--- config.mk ---
export PLATFORM = sky130hd
export DESIGN_NAME = pt_walker
export DESIGN_NICKNAME = d
export VERILOG_FILES = /design/src/rtl/pt_walker_pkg.sv /design/src/rtl/pt_addr_split.sv /design/src/rtl/pt_entry_eval.sv /design/src/rtl/pt_walk_fsm.sv /design/src/rtl/pt_walker.sv
export SDC_FILE = /design/constraint.sdc
export NUM_CORES = 1
export LEC_CHECK = 0
export BUFFER_PORTS_ARGS = -buffer_cell sky130_fd_sc_hd__buf_2
export CAP_MARGIN = 10
export CORE_AREA = 8 8 110 112
export CTS_BUF_LIST = sky130_fd_sc_hd__clkbuf_4
export CTS_CLUSTER_DIAMETER = 60
export DETAILED_ROUTE_END_ITERATION = 7
export DIE_AREA = 0 0 118 120
export MAX_ROUTING_LAYER = met4
export PLACE_DENSITY = 0.82
export SYNTH_ARGS = -nofsm -noshare
export SYNTH_HDL_FRONTEND = slang
export SYNTH_SLANG_ARGS = --single-unit
--- constraint.sdc ---
create_clock -name clk -period 3.49 [get_ports clk]
set_clock_uncertainty 0.05 [all_clocks]
set_input_delay 0.349 -clock clk [delete_from_list [all_inputs] [get_ports clk]]
set_output_delay 0.349 -clock clk [all_outputs]
set_load 0.02 [all_outputs]
--- src/rtl/pt_walker_pkg.sv ---
package pt_walker_pkg;

  typedef enum logic [1:0] {
    WS_IDLE  = 2'd0,
    WS_OUTER = 2'd1,
    WS_INNER = 2'd2,
    WS_DONE  = 2'd3
  } walk_state_t;

  typedef enum logic [1:0] {
    FLT_NONE          = 2'd0,
    FLT_OUTER_INVALID = 2'd1,
    FLT_INNER_INVALID = 2'd2,
    FLT_WRITE_PROT    = 2'd3
  } fault_t;

  localparam int PTE_VALID_BIT  = 0;
  localparam int PTE_WRITE_BIT  = 1;
  localparam int PTE_FLAG_BITS  = 2;
  localparam int PTE_SIZE_LOG2  = 2;

endpackage

--- src/rtl/pt_addr_split.sv ---
module pt_addr_split #(
  parameter int ADDR_W = 32,
  parameter int OFF_W  = 12,
  parameter int IDX_W  = 10
) (
  input  logic [ADDR_W-1:0] vaddr,
  output logic [IDX_W-1:0]  outer_idx,
  output logic [IDX_W-1:0]  inner_idx,
  output logic [OFF_W-1:0]  offset
);

  function automatic logic [IDX_W-1:0] top_index(input logic [ADDR_W-1:0] va);
    return va[ADDR_W-1 -: IDX_W];
  endfunction

  function automatic logic [IDX_W-1:0] mid_index(input logic [ADDR_W-1:0] va);
    return va[OFF_W +: IDX_W];
  endfunction

  always_comb begin
    outer_idx = top_index(vaddr);
    inner_idx = mid_index(vaddr);
    offset    = vaddr[OFF_W-1:0];
  end

endmodule

--- src/rtl/pt_entry_eval.sv ---
module pt_entry_eval
  import pt_walker_pkg::*;
#(
  parameter int ENTRY_W = 32,
  parameter int OFF_W   = 12
) (
  input  logic [ENTRY_W-1:0]       entry,
  input  logic                     is_write,
  output logic [ENTRY_W-OFF_W-1:0] page_base,
  output logic                     bad_entry,
  output logic                     write_denied,
  output logic                     entry_ok
);

  localparam int RSV_W = OFF_W - PTE_FLAG_BITS;

  function automatic logic entry_usable(input logic [ENTRY_W-1:0] e);
    return e[PTE_VALID_BIT] && (e[OFF_W-1:PTE_FLAG_BITS] == {RSV_W{1'b0}});
  endfunction

  function automatic logic write_blocked(input logic [ENTRY_W-1:0] e, input logic wr);
    return wr && !e[PTE_WRITE_BIT];
  endfunction

  always_comb begin
    page_base    = entry[ENTRY_W-1:OFF_W];
    bad_entry    = !entry_usable(entry);
    write_denied = entry_usable(entry) && write_blocked(entry, is_write);
    entry_ok     = entry_usable(entry) && !write_blocked(entry, is_write);
  end

endmodule

--- src/rtl/pt_walk_fsm.sv ---
module pt_walk_fsm
  import pt_walker_pkg::*;
(
  input  logic        clk,
  input  logic        rst_n,
  input  logic        req_valid,
  input  logic        mem_ack,
  input  logic        entry_ok,
  output walk_state_t state,
  output logic        accept,
  output logic        outer_pass,
  output logic        outer_fail,
  output logic        inner_ack,
  output logic        req_ready,
  output logic        mem_req,
  output logic        done
);

  walk_state_t state_q, state_d;

  always_comb begin
    accept     = (state_q == WS_IDLE) && req_valid;
    outer_pass = (state_q == WS_OUTER) && mem_ack && entry_ok;
    outer_fail = (state_q == WS_OUTER) && mem_ack && !entry_ok;
    inner_ack  = (state_q == WS_INNER) && mem_ack;
    state_d    = state_q;
    unique case (state_q)
      WS_IDLE:  if (accept) state_d = WS_OUTER;
      WS_OUTER: if (outer_pass) state_d = WS_INNER;
                else if (outer_fail) state_d = WS_DONE;
      WS_INNER: if (inner_ack) state_d = WS_DONE;
      WS_DONE:  state_d = WS_IDLE;
      default:  state_d = WS_IDLE;
    endcase
  end

  always_ff @(posedge clk) begin
    if (!rst_n) state_q <= WS_IDLE;
    else        state_q <= state_d;
  end

  assign state     = state_q;
  assign req_ready = (state_q == WS_IDLE);
  assign mem_req   = (state_q == WS_OUTER) || (state_q == WS_INNER);
  assign done      = (state_q == WS_DONE);

  AST_ONE_PHASE: assert property (@(posedge clk) disable iff (!rst_n)
    $onehot0({req_ready, mem_req, done}) && (req_ready || mem_req || done));

  AST_OUTER_FAIL_SKIPS: assert property (@(posedge clk) disable iff (!rst_n)
    outer_fail |=> done && !mem_req);

  AST_DONE_ONE_CYCLE: assert property (@(posedge clk) disable iff (!rst_n)
    done |=> !done && req_ready);

  AST_BUSY_NO_READY: assert property (@(posedge clk) disable iff (!rst_n)
    accept |=> !req_ready);

endmodule

--- src/rtl/pt_walker.sv ---
module pt_walker
  import pt_walker_pkg::*;
#(
  parameter int ADDR_W = 32,
  parameter int OFF_W  = 12,
  parameter int IDX_W  = 10
) (
  input  logic              clk,
  input  logic              rst_n,
  input  logic              tbl_base_load,
  input  logic [ADDR_W-1:0] tbl_base_value,
  input  logic              req_valid,
  output logic              req_ready,
  input  logic [ADDR_W-1:0] req_vaddr,
  input  logic              req_write,
  output logic              mem_req,
  output logic [ADDR_W-1:0] mem_addr,
  input  logic              mem_ack,
  input  logic [ADDR_W-1:0] mem_rdata,
  output logic              done,
  output logic [ADDR_W-1:0] done_paddr,
  output logic [1:0]        done_fault
);

  localparam int BASE_W = ADDR_W - OFF_W;

  walk_state_t       state;
  logic              accept, outer_pass, outer_fail, inner_ack;
  logic [ADDR_W-1:0] tbl_base_q;
  logic [ADDR_W-1:0] vaddr_q;
  logic              write_q;
  logic [BASE_W-1:0] inner_tbl_q;
  logic [ADDR_W-1:0] paddr_q;
  fault_t            fault_q;

  logic [IDX_W-1:0]  outer_idx, inner_idx;
  logic [OFF_W-1:0]  page_off;
  logic [BASE_W-1:0] entry_base;
  logic              bad_entry, write_denied, entry_ok;

  function automatic logic [ADDR_W-1:0] slot_addr(input logic [ADDR_W-1:0] tbl,
                                                  input logic [IDX_W-1:0]  idx);
    return tbl + (ADDR_W'(idx) << PTE_SIZE_LOG2);
  endfunction

  function automatic logic [ADDR_W-1:0] page_addr(input logic [BASE_W-1:0] pg);
    return {pg, {OFF_W{1'b0}}};
  endfunction

  function automatic fault_t fault_for(input logic at_inner, input logic denied);
    if (denied)   return FLT_WRITE_PROT;
    if (at_inner) return FLT_INNER_INVALID;
    return FLT_OUTER_INVALID;
  endfunction

  pt_addr_split #(.ADDR_W(ADDR_W), .OFF_W(OFF_W), .IDX_W(IDX_W)) u_split (
    .vaddr     (vaddr_q),
    .outer_idx (outer_idx),
    .inner_idx (inner_idx),
    .offset    (page_off)
  );

  pt_entry_eval #(.ENTRY_W(ADDR_W), .OFF_W(OFF_W)) u_eval (
    .entry        (mem_rdata),
    .is_write     (write_q),
    .page_base    (entry_base),
    .bad_entry    (bad_entry),
    .write_denied (write_denied),
    .entry_ok     (entry_ok)
  );

  pt_walk_fsm u_fsm (
    .clk        (clk),
    .rst_n      (rst_n),
    .req_valid  (req_valid),
    .mem_ack    (mem_ack),
    .entry_ok   (entry_ok),
    .state      (state),
    .accept     (accept),
    .outer_pass (outer_pass),
    .outer_fail (outer_fail),
    .inner_ack  (inner_ack),
    .req_ready  (req_ready),
    .mem_req    (mem_req),
    .done       (done)
  );

  always_ff @(posedge clk) begin
    if (!rst_n) begin
      tbl_base_q <= '0;
    end else if (tbl_base_load) begin
      tbl_base_q <= tbl_base_value;
    end
  end

  always_ff @(posedge clk) begin
    if (!rst_n) begin
      vaddr_q     <= '0;
      write_q     <= 1'b0;
      inner_tbl_q <= '0;
      paddr_q     <= '0;
      fault_q     <= FLT_NONE;
    end else begin
      if (accept) begin
        vaddr_q <= req_vaddr;
        write_q <= req_write;
      end
      if (outer_pass) begin
        inner_tbl_q <= entry_base;
      end
      if (outer_fail) begin
        paddr_q <= '0;
        fault_q <= fault_for(1'b0, write_denied);
      end
      if (inner_ack) begin
        if (entry_ok) begin
          paddr_q <= {entry_base, page_off};
          fault_q <= FLT_NONE;
        end else begin
          paddr_q <= '0;
          fault_q <= fault_for(1'b1, write_denied);
        end
      end
    end
  end

  always_comb begin
    unique case (state)
      WS_OUTER: mem_addr = slot_addr(tbl_base_q, outer_idx);
      WS_INNER: mem_addr = slot_addr(page_addr(inner_tbl_q), inner_idx);
      default:  mem_addr = '0;
    endcase
  end

  assign done_paddr = paddr_q;
  assign done_fault = fault_q;

  AST_ADDR_HOLD: assert property (@(posedge clk) disable iff (!rst_n)
    (mem_req && !mem_ack) |=> mem_req && $stable(mem_addr));

  AST_INNER_FOLLOWS_OUTER: assert property (@(posedge clk) disable iff (!rst_n)
    outer_pass |=> mem_req && (mem_addr[OFF_W +: BASE_W] >= inner_tbl_q));

  AST_FAULT_ZERO_PADDR: assert property (@(posedge clk) disable iff (!rst_n)
    (done && done_fault != 2'd0) |-> done_paddr == '0);

  AST_OFFSET_KEPT: assert property (@(posedge clk) disable iff (!rst_n)
    (done && done_fault == 2'd0) |-> done_paddr[OFF_W-1:0] == vaddr_q[OFF_W-1:0]);

  AST_VADDR_STABLE_BUSY: assert property (@(posedge clk) disable iff (!rst_n)
    (mem_req || done) |=> $stable(vaddr_q) && $stable(write_q));

endmodule

==> flow_metrics.env <==
export IMPL_status="finished, final reports clean"
export IMPL_synth_top_area_share=0.424
export IMPL_r2r_end="done_paddr[12]$_SDFFE_PN0P_"
export IMPL_core_area_um2=10500
export IMPL_cts_buffers=17
export IMPL_reg2reg_from="u_fsm.state[0]$_SDFFE_PN0P_"
export IMPL_p_per_area_nw_per_um2=514
export IMPL_root_buffer="clkbuf_4"
export IMPL_dieArea_um2=14200
export IMPL_fin_tns_setup_ns=0
export IMPL_antenna_found_initial=2
export IMPL_synth_edff_count=0
export IMPL_vias=5525
export IMPL_period_share=0.944
export IMPL_worst_pin_slew_ns=1.18
export IMPL_drv_cap=0
export IMPL_antenna_left=0
export IMPL_synth_seq_cells=121
export IMPL_hp_start="req_vaddr[19]"
export IMPL_maxSlewViolCount=0
export IMPL_ioPinCount=171
export IMPL_reg2reg_depth=7
export IMPL_cp_required_ns=3.09
export IMPL_ys_seq_area_frac=0.424
export IMPL_rows=38
export IMPL_startpoint="tbl_base_q[2]$_SDFFE_PN0P_"
export IMPL_r2r_setup_slack_ns=1.31
export IMPL_hold_depth=3
export IMPL_total_power_mw=3.81
export IMPL_finalSetupViolCount=0
export IMPL_die_y_um=120
export IMPL_ys_flop_type="dfxtp_1"
export IMPL_cts_tree="built"
export IMPL_critPathCaptureType="primary output"
export IMPL_synthArstFlopShare=0
export IMPL_dpl_hpwl_um=11400
export IMPL_first_global_vias=5672
export IMPL_worstPathMaxFanout=10
export IMPL_p_leak_nw=3.30
export IMPL_min_period_ns=3.29
export IMPL_criticalPathCategory="register to primary output"
export IMPL_fill_cells=800
export IMPL_hold_viol=0
export IMPL_fp_dieW_um=118
export IMPL_grt_usage=0.242
export IMPL_grt_max_degree=52
export IMPL_synth_nets=768
export IMPL_hp_class="input port to register"
export IMPL_grt_pass1_wl_um=27300
export IMPL_final_net_count=965
export IMPL_htreeDepth=4
export IMPL_cp_arrival_ns=2.89
export IMPL_grt_overflow_total=0
export IMPL_fin_cells=1003
export IMPL_area_delta_synth_final_pct=29.7
export IMPL_initial_core_util=0.544
export IMPL_synthCells=651
export IMPL_placed_cells_incl_taps=921
export IMPL_yosys_warnings=0
export IMPL_clk_latency_ns=0.51
export IMPL_yosysUniqueCellTypes=51
export IMPL_drc=0
export IMPL_hold_path_endpoint="vaddr_q[19]$_SDFFE_PN0P_"
export IMPL_synth_top_cells_by_area="dfxtp_1, nand2_1, a21boi_0"
export IMPL_drt_iter0_markers=389
export IMPL_synthesis_area_um2=5720
export IMPL_via_per_inst=5.51
export IMPL_rsz0062_at_grt="false"
export IMPL_yosysTopAreaCell="dfxtp_1"
export IMPL_wl_um=17000
export IMPL_ir_worst_vdd_uv=353
export IMPL_post_route_cells_drive_above_1_share=0.257
export IMPL_cts_sinks=121
export IMPL_numPortBuffers=170
export IMPL_relSlewSlack=0.210
export IMPL_dr_pass1_iters=5
export IMPL_wl_per_cell_um=16.9
export IMPL_place_congestion=0.847
export IMPL_avgSynthCellArea_um2=8.78
export IMPL_startpoint_type="register"
export IMPL_fmax_ghz=0.304
export IMPL_clk_path_buf_depth=2
export IMPL_clk_pin_slew_ns=0.11
-- state kept, by name, summed over array words and instances, names as in the netlist --
signal and count:
done_paddr 32, u_fsm.state 2, done_fault 2, inner_tbl_q 20
vaddr_q 32, write_q 1, tbl_base_q 32
-- through the flow --
step / area (um2) / util / setup WS (ns) / hold WS [ns]
CTS: 7350 / 0.699 / 0.0279 / 0.000307
finish: 7420 / 0.706 / 0.196 / 0.0472
global placement: 6610 / 0.629 / 0.707 / 0.396
floorplan: 5720 / - / 0.795 / 0.392
global route: 7420 / 0.706 / 0.00986 / 0.00999
detailed placement: 6610 / 0.629 / 0.615 / 0.407
-- worst max path at each step --
stage | cells past startpoint | end | slack (ns)
detailed placement | 7 | mem_addr[17] | 0.62
CTS | 9 | mem_addr[30] | 0.03
floorplan | 8 | mem_addr[30] | 0.79
global placement | 9 | mem_addr[28] | 0.71
finish | 9 | mem_addr[30] | 0.20
global route | 9 | mem_addr[28] | 0.01
-- cells by family after synthesis --
family | synth area share
simple gates | 0.216
compound gates | 0.202
flops | 0.424
buf+inv | 0.0403
mux | 0.0595
xor+xnor | 0.0245
fa+ha+maj | 0.0341
-- area by class of cell --
type,instances,area (um2),share of cell area
clock buffers,18,135,0.0182
inverters,5,18.8,0.00253
diodes,2,5.00,0.000675
well taps,140,175,0.0236
multi-input cells,476,3090,0.417
clock inverters,14,174,0.0234
flip-flops and latches,121,2420,0.327
repair buffers,227,1390,0.188
-- cells in the final DEF, fill, tap and decap left out, types with 6 or more instances in the layout --
master         count
a21boi_0          53
a21o_1             7
a21oi_1           10
a22o_1            33
a22oi_1            8
a32oi_1            6
and2_1             6
and3_1             9
buf_2            170
buf_4             11
clkbuf_4          18
dfxtp_1          121
dlygate4sd3_1     46
ha_1              13
mux2i_1           34
nand2_1          137
nand3_1           17
nand4_1           14
nor2_1            10
nor2b_1           42
nor3_1             9
o211ai_1           6
o21ai_0           13
xor2_1            12
-- cell usage after synthesis, types with 2 or more instances --
master    number
inv_1          5
a32oi_1        6
xor2_1        12
buf_2          7
nand3_1       17
xnor2_1        4
and3_1         9
mux2i_1       34
nor4_1         2
nand4_1       14
a221o_1        2
o211ai_1       6
a21o_1         7
buf_4          3
dfxtp_1      121
nor2b_1       43
nand2b_1       2
o21bai_1       2
a22oi_1        8
o31a_1         2
buf_1          5
clkbuf_1      33
ha_1          14
a21oi_1       10
o21ai_0       13
nor3_1         9
and2_1         6
a21boi_0      53
a22o_1        33
nor2_1        11
nand2_1      137
nor3b_1        2
-- critical path, stage by stage (launching register included) --
cell and delay [ns]:
dfxtp_1 0.33, ha_1 0.22, fa_1 0.42, a21o_1 0.22, a221oi_4 0.33, o211ai_4 0.21
nand4_1 0.16, xor2_1 0.07, o21ai_0 0.21, buf_2 0.21
-- where the power goes --
| part | switching [mW] | leakage [nW] | internal [mW] |
|---|---|---|---|
| Sequential | 0.0805 | 0.986 | 1.49 |
| Combinational | 0.751 | 2.16 | 0.424 |
| Clock | 0.550 | 0.157 | 0.509 |
| Total | 1.38 | 3.30 | 2.43 |
-- layer usage --
layer / global-route usage / vias to the layer above / share of wire
li1: - / 2679 / -
met1: 0.265 / 2583 / 0.42
met2: 0.408 / 225 / 0.50
met3: 0.0658 / 38 / 0.061
met4: 0.103 / 0 / 0.025
met5: - / - / 0
-- timing repair --
action,CTS,global route
pin swaps,0,1
endpoints found under the hold margin,45,4
setup buffers,0,2
gates resized for setup,1,3
endpoints found under the setup margin,3,17
hold buffers,43,3
Power figures use the tool's default switching activity.
